## config.mk

```make
export PLATFORM = sky130hd
export DESIGN_NAME = fgen_bank
export DESIGN_NICKNAME = d
export VERILOG_FILES = /design/src/rtl/fgen_pkg.sv /design/src/rtl/fgen_regs.sv /design/src/rtl/fgen_divider.sv /design/src/rtl/fgen_bank.sv
export SDC_FILE = /design/constraint.sdc
export NUM_CORES = 1
export LEC_CHECK = 0
export ABC_AREA = 1
export BUFFER_PORTS_ARGS = -buffer_cell sky130_fd_sc_hd__buf_2
export CAP_MARGIN = 20
export CELL_PAD_IN_SITES_DETAIL_PLACEMENT = 0
export CELL_PAD_IN_SITES_GLOBAL_PLACEMENT = 1
export CORE_AREA = 2 2 208 210
export DETAILED_ROUTE_END_ITERATION = 8
export DIE_AREA = 0 0 210 212
export PLACE_DENSITY_LB_ADDON = 0.1
export SETUP_SLACK_MARGIN = 0.4
export SYNTH_ARGS = -nofsm -noshare
export SYNTH_HDL_FRONTEND = slang
export SYNTH_SLANG_ARGS = --single-unit
export TNS_END_PERCENT = 1
```

## constraint.sdc

```tcl
create_clock -name clk -period 2.6 [get_ports clk]
set_input_delay 0 -clock clk [delete_from_list [all_inputs] [get_ports clk]]
set_output_delay 0 -clock clk [all_outputs]
set_load 0.05 [all_outputs]
```

## src/rtl/fgen_pkg.sv

```systemverilog
package fgen_pkg;

  localparam int FG_SLOT_W    = 10;
  localparam int FG_DIV_W     = 8;
  localparam int FG_DIV_LSB   = 2;
  localparam int FG_SCALE_BIT = 30;
  localparam int FG_SRC_N     = 3;
  localparam int FG_SRC_W     = 2;
  localparam int FG_CNT_W     = FG_DIV_W + 2;

  typedef struct packed {
    logic                active;
    logic [FG_SRC_W-1:0] src;
    logic [FG_CNT_W-1:0] divisor;
  } fg_cfg_t;

  // Divisor from the stored field: N+1 in unit steps, else twice that.
  function automatic logic [FG_CNT_W-1:0] fg_divisor(input logic [FG_DIV_W-1:0] n,
                                                     input logic unit_step);
    logic [FG_CNT_W-1:0] base;
    base = FG_CNT_W'(n) + FG_CNT_W'(1);
    return unit_step ? base : (base << 1);
  endfunction

  // Turn a raw slot into enable, source index and divisor.
  function automatic fg_cfg_t fg_decode(input logic [FG_SLOT_W-1:0] slot,
                                        input logic scale,
                                        input logic ext);
    fg_cfg_t             c;
    logic [FG_DIV_W-1:0] n;
    n = slot[FG_DIV_LSB +: FG_DIV_W];
    if (ext) begin
      c.active  = (slot[1:0] != 2'd0);
      c.src     = FG_SRC_W'(slot[1:0] - 2'd1);
      c.divisor = fg_divisor(n, scale);
    end else begin
      c.active  = slot[1];
      c.src     = FG_SRC_W'(slot[0]);
      c.divisor = fg_divisor(n, 1'b0);
    end
    return c;
  endfunction

endpackage

```

## src/rtl/fgen_regs.sv

```systemverilog
module fgen_regs #(
  parameter int NUM_REGS    = 2,
  parameter int REG_W       = 32,
  parameter int NUM_GEN     = 6,
  parameter int GEN_PER_REG = 3,
  parameter int SLOT_W      = 10,
  parameter int DIV_LSB     = 2,
  parameter int DIV_W       = 8,
  parameter int SEL_W       = 1,
  parameter int GEN_IDX_W   = 3
) (
  input  logic                      clk,
  input  logic                      rst_n,
  input  logic                      reg_wr_en,
  input  logic [SEL_W-1:0]          reg_wr_sel,
  input  logic [REG_W-1:0]          reg_wr_data,
  input  logic                      div_wr_en,
  input  logic [GEN_IDX_W-1:0]      div_wr_gen,
  input  logic [DIV_W-1:0]          div_wr_val,
  input  logic [SEL_W-1:0]          reg_rd_sel,
  output logic [REG_W-1:0]          reg_rd_data,
  output logic [NUM_REGS*REG_W-1:0] cfg_flat
);

  localparam int FLAT_W = NUM_REGS * REG_W;

  logic [FLAT_W-1:0] words_q;
  logic [FLAT_W-1:0] words_d;

  // Full write first, divider-field write overlays it afterwards.
  always_comb begin
    words_d = words_q;
    if (reg_wr_en && (int'(reg_wr_sel) < NUM_REGS)) begin
      words_d[int'(reg_wr_sel)*REG_W +: REG_W] = reg_wr_data;
    end
    for (int g = 0; g < NUM_GEN; g++) begin
      if (div_wr_en && (div_wr_gen == GEN_IDX_W'(g))) begin
        words_d[(g / GEN_PER_REG)*REG_W + (g % GEN_PER_REG)*SLOT_W + DIV_LSB +: DIV_W] = div_wr_val;
      end
    end
  end

  always_ff @(posedge clk or negedge rst_n) begin
    if (!rst_n) begin
      words_q <= '0;
    end else begin
      words_q <= words_d;
    end
  end

  always_comb begin
    reg_rd_data = '0;
    if (int'(reg_rd_sel) < NUM_REGS) begin
      reg_rd_data = words_q[int'(reg_rd_sel)*REG_W +: REG_W];
    end
  end

  assign cfg_flat = words_q;

endmodule

```

## src/rtl/fgen_divider.sv

```systemverilog
module fgen_divider
  import fgen_pkg::*;
#(
  parameter int SRC_N = FG_SRC_N
) (
  input  logic             clk,
  input  logic             rst_n,
  input  fg_cfg_t          cfg_i,
  input  logic [SRC_N-1:0] src_stb,
  output logic             tick_o,
  output logic             restart_o,
  output logic             term_o
);

  fg_cfg_t             cfg_q;
  logic [FG_CNT_W-1:0] cnt_q;
  logic                sel_stb;
  logic                changed;
  logic                stb_hit;
  logic                term;

  always_comb begin
    sel_stb = 1'b0;
    for (int i = 0; i < SRC_N; i++) begin
      if (cfg_i.src == FG_SRC_W'(i)) sel_stb = src_stb[i];
    end
  end

  assign changed = (cfg_i != cfg_q);
  assign stb_hit = cfg_i.active && sel_stb && !changed;
  assign term    = stb_hit && (cnt_q == (cfg_i.divisor - FG_CNT_W'(1)));

  always_ff @(posedge clk or negedge rst_n) begin
    if (!rst_n) begin
      cfg_q  <= '0;
      cnt_q  <= '0;
      tick_o <= 1'b0;
    end else begin
      cfg_q  <= cfg_i;
      tick_o <= term;
      if (!cfg_i.active || changed) begin
        cnt_q <= '0;
      end else if (stb_hit) begin
        cnt_q <= term ? '0 : cnt_q + FG_CNT_W'(1);
      end
    end
  end

  assign restart_o = changed;
  assign term_o    = term;

endmodule

```

## src/rtl/fgen_bank.sv

```systemverilog
module fgen_bank
  import fgen_pkg::*;
#(
  parameter bit EXTENDED    = 1'b1,
  parameter int NUM_GEN     = 6,
  parameter int GEN_PER_REG = 3,
  parameter int REG_W       = 32,
  parameter int DIV_W       = FG_DIV_W,
  parameter int SRC_N       = FG_SRC_N,
  parameter int NUM_REGS    = (NUM_GEN + GEN_PER_REG - 1) / GEN_PER_REG,
  parameter int SEL_W       = (NUM_REGS > 1) ? $clog2(NUM_REGS) : 1,
  parameter int GEN_IDX_W   = (NUM_GEN > 1) ? $clog2(NUM_GEN) : 1
) (
  input  logic                 clk,
  input  logic                 rst_n,
  input  logic                 reg_wr_en,
  input  logic [SEL_W-1:0]     reg_wr_sel,
  input  logic [REG_W-1:0]     reg_wr_data,
  input  logic                 div_wr_en,
  input  logic [GEN_IDX_W-1:0] div_wr_gen,
  input  logic [DIV_W-1:0]     div_wr_val,
  input  logic [SEL_W-1:0]     reg_rd_sel,
  output logic [REG_W-1:0]     reg_rd_data,
  input  logic [SRC_N-1:0]     src_stb,
  output logic [NUM_GEN-1:0]   gen_tick
);

  logic [NUM_REGS*REG_W-1:0] cfg_flat;
  logic [NUM_GEN-1:0]        gen_active;
  logic [NUM_GEN-1:0]        gen_restart;
  logic [NUM_GEN-1:0]        gen_term;

  fgen_regs #(
    .NUM_REGS    (NUM_REGS),
    .REG_W       (REG_W),
    .NUM_GEN     (NUM_GEN),
    .GEN_PER_REG (GEN_PER_REG),
    .SLOT_W      (FG_SLOT_W),
    .DIV_LSB     (FG_DIV_LSB),
    .DIV_W       (DIV_W),
    .SEL_W       (SEL_W),
    .GEN_IDX_W   (GEN_IDX_W)
  ) i_regs (
    .clk         (clk),
    .rst_n       (rst_n),
    .reg_wr_en   (reg_wr_en),
    .reg_wr_sel  (reg_wr_sel),
    .reg_wr_data (reg_wr_data),
    .div_wr_en   (div_wr_en),
    .div_wr_gen  (div_wr_gen),
    .div_wr_val  (div_wr_val),
    .reg_rd_sel  (reg_rd_sel),
    .reg_rd_data (reg_rd_data),
    .cfg_flat    (cfg_flat)
  );

  for (genvar g = 0; g < NUM_GEN; g++) begin : g_gen
    localparam int WORD_BASE = (g / GEN_PER_REG) * REG_W;
    localparam int SLOT_BASE = WORD_BASE + (g % GEN_PER_REG) * FG_SLOT_W;

    fg_cfg_t cfg;
    assign cfg           = fg_decode(cfg_flat[SLOT_BASE +: FG_SLOT_W],
                                     cfg_flat[WORD_BASE + FG_SCALE_BIT], EXTENDED);
    assign gen_active[g] = cfg.active;

    fgen_divider #(
      .SRC_N (SRC_N)
    ) i_div (
      .clk       (clk),
      .rst_n     (rst_n),
      .cfg_i     (cfg),
      .src_stb   (src_stb),
      .tick_o    (gen_tick[g]),
      .restart_o (gen_restart[g]),
      .term_o    (gen_term[g])
    );
  end

endmodule

```

# Yosys cells after proc, flatten, opt, wreduce, memory -nomap -nowiden
# Cells that the tools add are included.
# totals
mem_bits_ro	0
inputBits	52
word_cells	211
output_inout_bits	38
n_memories	0
regBits	208
ram_bits	0
latch_bits	0
# classes
add_sub_neg	25
mux	50
multipliers	0
eq_ne	29
magnitude_cmp	0
bitwise_logic	0
div_mod_pow	0
n_shift	3
n_reduce_logical	67
# ops
operator	n
$mux W10	24
$ne A13 B13 Y1	6
$bwmux W64	1
$shift A32 B33 Y64 const A	1
$shiftx A32 B33 Y64	1
$shiftx A64 B7 Y32	1
$mux W62	1
$add A10 B1 Y10 const B	6
$eq A10 B10 Y1	6
$sub A10 B1 Y10 const B	6
$add A8 B1 Y9 const B	6
$mux W8	6
$reduce_bool A2 Y1	18
$neg A6 Y33	1
$logic_and A1 B1 Y1	24
$mux W1	18
$eq A2 B1 Y1 const B	6
$eq A2 B2 Y1 const B	6
$logic_not A1 Y1	12
$logic_not A2 Y1	6
$sub A2 B1 Y2 const B	6
$eq A3 B2 Y1 const B	2
$eq A3 B3 Y1 const B	2
$logic_or A1 B1 Y1	6
2 further kinds	2

# Logic depth before layout (Yosys ltp)
# Gate-level depths: netlist of run 1.
# logic_depth
depth_word	11
ltp_mapped	19
mapped_depth_nobuf	18

# Modules after synthesis
# From an unflattened synthesis of run 1, not the netlist that was laid out.
# unflattened
hier_cells	2283
hier_area_um2	14996.9
# by_module_without_submodules
mod	instances	cells_each	area_each_um2	seq_area_each_um2
fgen_divider at g_gen[0].i_div ...	5	244	1620.3	600.6
fgen_regs	1	500	3653.5	1601.5
fgen_divider at g_gen[2].i_div	1	248	1649.1	600.6
fgen_bank	1	315	1592.8	0.0

# Least setup slack after synthesis of run 1
# No wires, ideal clock.
# synth_path
path_kind	reg-to-reg
from	register i_regs.words_q[12], in the netlist i_regs.cfg_flat[12]
to	register g_gen[1].i_div.cnt_q[5]
stages_incl_launch_ff	17
period_less_slack_ps	2177
t_arrival_ps	2061
slack_ps	423
setup_time_ps	117
n_path_buf	1
cell_sequence	dfrtp_1 ha_1 a21oi_4 nand3_2 inv_1 nand2_1 nor2_2 nand2_1 nand2_1 nand2_1 nand2_1 nand2_1 nor2_1 nand3_1 buf_4 nand2_1 nand2_1
# synth_between
elab_chain_cells	9
word_cells_on_any_way	13
cone_classes	add/sub (2); eq/ne (2); mux (4); reduce/logical (5)
# synth_rtl
element	line	text
from (decl)	fgen_regs.sv:27	logic [FLAT_W-1:0] words_q;
from (signal assigned)	fgen_regs.sv:47	words_q <= words_d;
$add A8 B1 Y9 (*)	n/a	
$mux W10 (*)	fgen_pkg.sv:22	return unit_step ? base : (base << 1);
parallel branches: the longest is 7 deep, another holds $sub A10 B1 Y10	n/a	
to (signal assigned)	fgen_divider.sv:44	cnt_q <= term ? '0 : cnt_q + FG_CNT_W'(1);
to (decl)	fgen_divider.sv:16	logic [FG_CNT_W-1:0] cnt_q;
# Mark *: on every way between the ends. The select of a mux whose other input is x is not followed.
# A chain may end at the register's enable or synchronous reset.

==> results.tsv, run 1 <==
metric	value	unit
dominant synthesized flop cell	dfrtp_1	
cell row count	76	
fin cells	2973	
CTS tree	yes	
first-pass GRT wire length	73.72	mm
fraction of registers with async set/reset	100.0	%
RSZ-0062 raised after global routing	yes	
CP Capture Type	flop	
Critical Path Fanout Max	6	
final instance area	18470	um2
post-synthesis sequential area ratio	35.40	%
DR iter-0 viols	611	
routed vias/inst	4.889	
YS warnings	0	
total gr overflow	0	
layout cells sized above 1	18.01	%
Die X-Extent	210	um
Layout Nets	2495	
die area	44520	um2
Layout area overhead	25.63	%
First-pass DRT Iterations	5	
HPWL Detailed	33.73	mm
synthesized area	14700	um2
syn nets	2296	
chip height	212	um
Post-Route WL	45.59	mm
post-layout min period	2278	ps
total power	11.82	mW
largest net degree at the start of global routing	87	
critical path, cell by cell	buf_6, nand2_2, nor2_4, nand2_2, nand2_2, nand3_1, nand2_2, inv_4, nor2_4, nand3_2, o21ai_1, nand2_1, nor2_2, nand3_2, buf_4, nand2_1, nand2_1	
Root Driver	clkbuf_16	
GPL Wtd Cong	0.8644	
final hold vios	0	
setup TNS	0	ps
Core ar.	42510	um2
initial antenna violation count	4	
Total GRT Usage	20.66	%
Max Slew Vio Count	0	
filler cell count	4481	
total CTS buffers	28	
Pwr per Cell Area	639.8	nW/um2
vias in the first global route	13858	
later-pin clock latency in the skew report	570	ps
clk slew on worst S/H paths	60	ps
total vias in the final route	14535	
worst-margin pin slew	800.9	ps
area occupied by multi-input gates	8843	um2
Commonest cells post-synth	nand2_1, nand3_1, inv_1	
post-synthesis average cell area	6.659	um2
Slew HR	46.61	%
type of element launching the critical path	flop	
Worst VDD drop	0.0003842	V
Initial Util	34.59	%
worst hold path class	in -> async	
Max clock buf depth	3	
CP max-delay cell	dfrtp_1	
CP arrival	2730	ps
clk_skew	10.15	ps
Yosys top cell area share	35.40	%
kind of critical path	reg -> reg	
status	completed	
Port Buffer Count	89	
CP required	3050	ps
I/O Pins	90	
dominant cell type by area after synthesis	dfrtp_1	
Placed Area	15970	um2
synth unique cells	39	
H-tree levels	1	
Routed Antenna Nets	0	
register area	5215	um2
slowest stage delay, CP	420	ps
DRC errors left	0	
top-count cell post-synth	nand2_1	
Final Setup Violations	0	
most numerous cell on the critical path	nand2_2	
synth top area cells	dfrtp_1, nand2_1, nand3_1, inv_1, nor2_1	
max-cap violations	0	
Post-Synthesis Cells	2208	
fmax	0.4389	GHz
Inst Count DP	2833	
Core Util, Final	43.46	%
#FFs+latches synth	208	
P_leak	9.233	nW
Avg WL per Cell	15.33	um
Sink Count	208	
EDFF count, synth	0	
Tcrit/Tclk final	87.63	%
==> final timing paths <==
kind / start / end / slack (ps) / depth (start not counted)
setup reg to reg: i_regs.cfg_flat[55] / g_gen[5].i_div.cnt_q[3] / 320 / 17
max in group asynchronous: rst_n / g_gen[5].i_div.cfg_q[7] / 1850 / 3
setup / recovery: i_regs.cfg_flat[55] / g_gen[5].i_div.cnt_q[3] / 320 / 17
hold / removal: rst_n / g_gen[0].i_div.cnt_q[2] / 10 / 2
min in group clk: div_wr_val[0] / i_regs.cfg_flat[12] / 20 / 3
hold reg to reg: i_regs.cfg_flat[10] / g_gen[1].i_div.cfg_q[10] / 470 / 1
==> power by group <==
group	internal [mW]	leakage [nW]	switching, mW
combinational	1.40	6.13	2.67
clock	2.29	0.457	1.55
sequential	3.62	2.64	0.289
total	7.31	9.23	4.51
==> kinds of logic after synthesis <==
| logic type | count (synthesis) | synth area share, % |
|---|---|---|
| adders and majority gates | 36 | 3.064 |
| xor gates and xnor gates | 70 | 4.170 |
| buffers and inverters | 343 | 9.523 |
| AOI/OAI and AO/OA | 153 | 6.638 |
| and+or+nand+nor | 1398 | 41.21 |
| DFF | 208 | 35.40 |
==> critical path, delay by kind of cell (launching register included) <==
kind / cells / cell delay [ps]
buffers and inverters: 3 / 380
AO/OA/AOI/OAI: 1 / 100
AND/OR/NAND/NOR: 13 / 1280
flip-flops: 1 / 420
==> layout make-up <==
type	instances	share of cell area (%)
diodes	1	0.01355
clock buffers	43	4.755
clock inverters	6	0.1626
inverters	280	5.771
multi-input cells	1661	47.88
flip-flops and latches	208	28.23
well taps	546	3.698
repair buffers	228	9.490
==> state kept, by name (all words and copies together) (netlist names) <==
| signal | flops |
|---|---|
| g_gen.i_div.cfg_q | 78 |
| g_gen.i_div.cnt_q | 60 |
| g_gen.i_div.tick_o | 6 |
| i_regs.cfg_flat | 64 |
==> routing by layer <==
metal  share of wire (%)  track usage (%)  up-vias  routed length, um
li1                    -                -     7490                  -
met1                  48            28.18     6740              22000
met2                  45            33.65      204              20420
met3                 2.9            2.674       97               1321
met4                 4.0            7.557        4               1826
met5               0.053                0        -                 24
==> per-stage QoR <==
stage | hold slack (ps) | worst slack, ps
6_report | 14.09 | 321.6
2_1_floorplan | -295.6 | 422.7
5_1_grt | 23.36 | 115.6
3_3_place_gp | 59.21 | 80.78
4_1_cts | 3.909 | 294.5
3_5_place_dp | 64.01 | 23.83
==> timing repair <==
item	4_1_cts	5_1_grt
hold buffers	56	0
pin swaps	23	53
gates resized for setup	86	123
setup endpoints to repair	66	66
buffers inserted	11	18
cloned	4	1
endpoints found under the hold margin	262	0
==> layout by cell type (no fill, tap or decap), types with 5 or more instances in the layout <==
master and n:
xnor2_1 16, or2_2 9, inv_2 23, dfrtp_2 8
nand3b_1 17, nor2_2 30, nand2_1 733, nand3_2 33
dlygate4sd3_1 56, inv_1 252, nand4_1 43, o21ai_1 8
ha_4 10, nand3_1 272, buf_2 88, clkinv_2 6
nand2_4 9, nor3b_1 5, buf_4 69, ha_1 25
o21ai_0 62, buf_6 7, buf_12 7, xor2_1 54
clkbuf_16 29, nor2_1 151, dfrtp_1 200, a21oi_1 19
nor3_1 12, nor2_4 28, o221ai_1 47, clkbuf_8 10
nand2_2 44
Power figures use the tool's default switching activity.
==> inputs of run 2 (changes only) <==
--- a/config.mk
+++ b/config.mk
@@ -11,6 +11,7 @@
 export CELL_PAD_IN_SITES_DETAIL_PLACEMENT = 0
 export CELL_PAD_IN_SITES_GLOBAL_PLACEMENT = 1
 export CORE_AREA = 2 2 208 210
+export CTS_BUF_LIST = sky130_fd_sc_hd__clkbuf_8
 export DETAILED_ROUTE_END_ITERATION = 8
 export DIE_AREA = 0 0 210 212
 export PLACE_DENSITY_LB_ADDON = 0.1
==> results.tsv, run 2 (synthesis gave the netlist of run 1 again) <==
metric	value	unit
grt met2 use	33.96	%
Critical Path Fanout Max	6	
initial antenna violation count	4	
Initial Util	34.59	%
total gr overflow	0	
clk slew on worst S/H paths	60	ps
CTS tree	yes	
DR iter-0 viols	673	
Sink Count	208	
status	finished with violations	
DRC errors left	0	
clk_skew	23.18	ps
P_leak	9.359	nW
Layout area overhead	26.66	%
Routed Antenna Nets	0	
type of element launching the critical path	flop	
R2R Setup Slk	330	ps
first-pass GRT wire length	74.50	mm
Largest Register	g_gen.i_div.cfg_q	
CP required	3090	ps
CP arrival	2760	ps
Post-Route WL	46.45	mm
Pwr per Cell Area	635.9	nW/um2
Root Driver	clkbuf_8	
worst r2r dst	g_gen[3].i_div.cnt_q[2]	
Crit. Startpoint	i_regs.cfg_flat[34]	
RSZ-0062 raised after global routing	yes	
total power	11.84	mW
HPWL Detailed	33.73	mm
Layout Nets	2520	
CP Capture Type	flop	
fmax	0.4402	GHz
Slew HR	47.57	%
total CTS buffers	43	
Inst Count DP	2833	
Core Util, Final	43.81	%
H-tree levels	2	
First-pass DRT Iterations	5	
Port Buffer Count	89	
fin cells	3013	
Core ar.	42510	um2
final instance area	18620	um2
most common cell after layout, fill and taps aside	nand2_1	
I/O Pins	90	
pre-CTS WS	23.83	ps
later-pin clock latency in the skew report	620	ps
post-layout min period	2272	ps
chip height	212	um
kind of critical path	reg -> reg	
reg2reg start	i_regs.cfg_flat[34]	
worst-margin pin slew	786.4	ps
total vias in the final route	14633	
hold slack	-11.76	ps
Max Slew Vio Count	0	
vias in the first global route	14165	
busiest grt layer	met2	
max-cap violations	0	
GPL Wtd Cong	0.8644	
grt met3 use	3.176	%
filler cell count	4468	
setup TNS	0	ps
Global Route met1 Usage	27.97	%
most frequent cells in the layout	nand2_1, nand3_1, inv_1	
failing checks	negative hold slack	
final hold vios	5	
routed vias/inst	4.857	
Placed Area	15970	um2
cell row count	76	
CP endpoint	g_gen[3].i_div.cnt_q[2]	
max FFs per register	78	
Tcrit/Tclk final	87.37	%
die area	44520	um2
fin worst setup slack	328.3	ps
Final Setup Violations	0	
Max clock buf depth	3	
largest net degree at the start of global routing	87	
FF-to-FF path depth	15	
layout cells sized above 1	18.86	%
worst hold path class	in -> async	
Worst VDD drop	0.0002749	V
Total GRT Usage	21.01	%
Avg WL per Cell	15.42	um
Die X-Extent	210	um
==> run 2: changes by cell type in the layout (fill, tap and decap cells not counted), moves of 3 or more <==
cell,previous run,this run
clkinv_2,6,2
inv_1,252,265
clkbuf_1,4,0
nand2_1,733,730
clkbuf_16,29,0
clkbuf_8,10,62
dlygate4sd3_1,56,61
==> run 2: critical path: stages (launching register included) <==
cell	delay, ps
dfrtp_1	400
buf_6	150
nand3_1	130
nor2_2	180
nand2_1	130
nand3_2	110
nand2_2	90
buf_4	150
xor2_1	120
nand2_1	60
nand2_1	70
nand3_1	120
nor2_4	180
nand2_4	100
nand2_1	90
nand2_1	50
==> run 2: area by class of cell <==
cell class | count | area (um2) | share of cell area, %
Antenna cell | 1 | 2.502 | 0.01344
Tap cell | 546 | 683.2 | 3.668
Clock buffer | 62 | 853.3 | 4.582
Clock inverter | 17 | 101.3 | 0.5442
Sequential cell | 208 | 5215 | 28.00
Timing Repair inverter | 1 | 8.758 | 0.04703
Multi-Input combinational cell | 1661 | 8838 | 47.46
Timing Repair Buffer | 237 | 1849 | 9.930
Inverter | 280 | 1071 | 5.751
==> run 2: what timing repair did <==
item | in CTS | in global routing
buffers inserted | 16 | 17
setup endpoints to repair | 66 | 68
gates cloned | 4 | 2
hold buffers | 61 | 0
resized for setup | 100 | 115
hold endpoints to repair | 282 | 0
pin swaps | 34 | 42
==> run 2: worst min path at each step <==
stage | to | slack, ps | start
3_3_place_gp | g_gen[0].i_div.cnt_q[2] | 60 | rst_n
2_1_floorplan | g_gen[0].i_div.cfg_q[0] | -300 | rst_n
4_1_cts | g_gen[0].i_div.cnt_q[1] | 0.5 | rst_n
6_report | g_gen[0].i_div.cnt_q[3] | -10 | rst_n
3_5_place_dp | g_gen[0].i_div.cnt_q[2] | 60 | rst_n
5_1_grt | g_gen[0].i_div.cnt_q[3] | 40 | rst_n
==> run 2: layer usage <==
| layer | wire [um] | part of all wire [%] | vias to the layer above |
|---|---|---|---|
| met1 | 21990 | 47 | 6733 |
| met2 | 21020 | 45 | 250 |
| met4 | 1810 | 3.9 | 4 |
| met5 | 23 | 0.050 | - |
| li1 | - | - | 7545 |
| met3 | 1603 | 3.5 | 101 |
==> run 2: report_power, final <==
group          internal [mW]  switching (mW)
registers               3.62           0.286
clock network           2.20            1.63
logic                   1.42            2.69
==> inputs of run 3 (changes only) <==
--- a/config.mk
+++ b/config.mk
@@ -14,7 +14,7 @@
 export CTS_BUF_LIST = sky130_fd_sc_hd__clkbuf_8
 export DETAILED_ROUTE_END_ITERATION = 8
 export DIE_AREA = 0 0 210 212
-export PLACE_DENSITY_LB_ADDON = 0.1
+export PLACE_DENSITY_LB_ADDON = 0.25
 export SETUP_SLACK_MARGIN = 0.4
 export SYNTH_ARGS = -nofsm -noshare
 export SYNTH_HDL_FRONTEND = slang
==> results.tsv, run 3 (synthesis gave the netlist of run 1 again) <==
metric	value	unit
status	finished with violations	
failing checks	negative hold slack	
Worst VDD drop	0.0003096	V
most frequent cells in the layout	nand2_1, nand3_1, inv_1	
total vias in the final route	14586	
layout cells sized above 1	18.77	%
clk slew on worst S/H paths	60	ps
critical path, cell by cell	ha_4, nand2_1, nand2_1, nand2_1, nand3_1, nor2_1, nand2_1, nor2_1, nand2_1, nor2_2, nand4_1, nor2_4, nand3_4, nand2_2, nand2_1	
Tcrit/Tclk final	89.34	%
RSZ-0062 raised after global routing	yes	
vias in the first global route	14059	
filler cell count	4439	
kind of critical path	reg -> reg	
DR iter-0 viols	666	
setup TNS	0	ps
M1 WL	20.58	mm
First-pass DRT Iterations	6	
Critical Path Fanout Max	6	
routed vias/inst	4.841	
CTS tree	yes	
chip height	212	um
first-pass GRT wire length	71.82	mm
worst-margin pin slew	705.1	ps
CP max-delay cell	dfrtp_1	
DRC errors left	0	
Initial Util	34.59	%
Core ar.	42510	um2
Pwr per Cell Area	617.0	nW/um2
CP arrival	2810	ps
GPL Wtd Cong	0.8873	
largest net degree at the start of global routing	81	
Root Driver	clkbuf_8	
Post-Route WL	43.94	mm
P_leak	9.328	nW
CP required	3090	ps
most common cell after layout, fill and taps aside	nand2_1	
Routed Antenna Nets	0	
Port Buffer Count	89	
die area	44520	um2
initial antenna violation count	0	
Core Util, Final	43.76	%
post-layout min period	2323	ps
clk_skew	17.59	ps
hold slack	-12.57	ps
WL met3	1.337	mm
type of element launching the critical path	flop	
Die X-Extent	210	um
Slew HR	52.99	%
fmax	0.4305	GHz
Diodes inserted	0	
Layout Nets	2523	
final hold vios	5	
Max Slew Vio Count	0	
Max clock buf depth	3	
Largest Register	g_gen.i_div.cfg_q	
Total GRT Usage	20.05	%
uppermost layer routed	met4	
Layout area overhead	26.52	%
I/O Pins	90	
H-tree levels	2	
max-cap violations	0	
worst hold path class	in -> async	
total gr overflow	0	
max FFs per register	78	
later-pin clock latency in the skew report	600	ps
detailed-routed wire length on met2	20.15	mm
Sink Count	208	
HPWL Detailed	31.32	mm
CP Capture Type	flop	
cell row count	76	
most numerous cell on the critical path	nand2_1	
slowest stage delay, CP	410	ps
Avg WL per Cell	14.58	um
Final Setup Violations	0	
total CTS buffers	42	
## run 3: changes by cell type in the layout (fill, tap and decap cells not counted), moves of 3 or more
cell / previous run / this run
buf_4: 71 / 75
inv_2: 22 / 18
nand2_2: 45 / 51
clkbuf_8: 62 / 56
inv_1: 265 / 271
nand2_4: 11 / 5
nand3_4: 4 / 8
nand3_1: 274 / 271
## run 3: final cells by class
class | count | area [um2] | area share [%]
repair buffers | 240 | 1889 | 10.16
inverters | 280 | 1076 | 5.785
clock buffers | 56 | 770.7 | 4.143
clock inverters | 20 | 82.58 | 0.4439
flip-flops and latches | 208 | 5218 | 28.05
multi-input cells | 1663 | 8882 | 47.75
well taps | 546 | 683.2 | 3.673
## run 3: worst paths after layout
check                               startpoint                  endpoint  slack [ps]  cells after the start
setup reg to reg           i_regs.cfg_flat[54]   g_gen[5].i_div.cnt_q[6]         280                     15
min in group clk                 div_wr_gen[0]       i_regs.cfg_flat[37]          70                      4
setup / recovery           i_regs.cfg_flat[54]   g_gen[5].i_div.cnt_q[6]         280                     15
hold / removal                           rst_n   g_gen[0].i_div.cnt_q[0]         -10                      2
hold reg to reg             i_regs.cfg_flat[0]  g_gen[0].i_div.cfg_q[10]         460                      1
max in group asynchronous                rst_n       i_regs.cfg_flat[12]        1810                      3
## run 3: metal layers
layer / GRT usage (%) / up-vias
li1: - / 7550
met5: 0 / -
met2: 33.02 / 260
met4: 9.733 / 0
met3: 2.393 / 92
met1: 26.26 / 6684
## run 3: report_power, final
part           internal (mW)  total, mW  switching, mW
registers               3.62       3.92          0.291
clock network           1.91       3.47           1.56
logic                   1.46       4.09           2.63
## run 3: repair_timing
item	in CTS	in global routing
setup endpoints to repair	66	66
gates resized for setup	141	79
cloned	7	0
hold buffers	61	0
buffers inserted	34	18
pin swaps	42	40
hold endpoints to repair	282	0
## run 3: worst max-delay path: cells and delay by family, from the launching register on
family / cells / cell delay (ps)
simple gates: 14 / 1530
flops: 1 / 410
fa+ha+maj: 1 / 270
## run 3: metrics by stage
step	hold WS (ps)	instances	worst slack (ps)	power [mW]	instance area [um2]
after floorplan	-295.6	2208	422.7	6.447	14700
after global placement	63.35	2817	-17.07	7.337	15850
after detailed placement	68.04	2817	-69.90	7.380	15850
after CTS	4.473	2995	304.4	11.42	18200
after global routing	51.81	3013	92.82	12.33	18600
final	-12.57	3013	277.2	11.48	18600
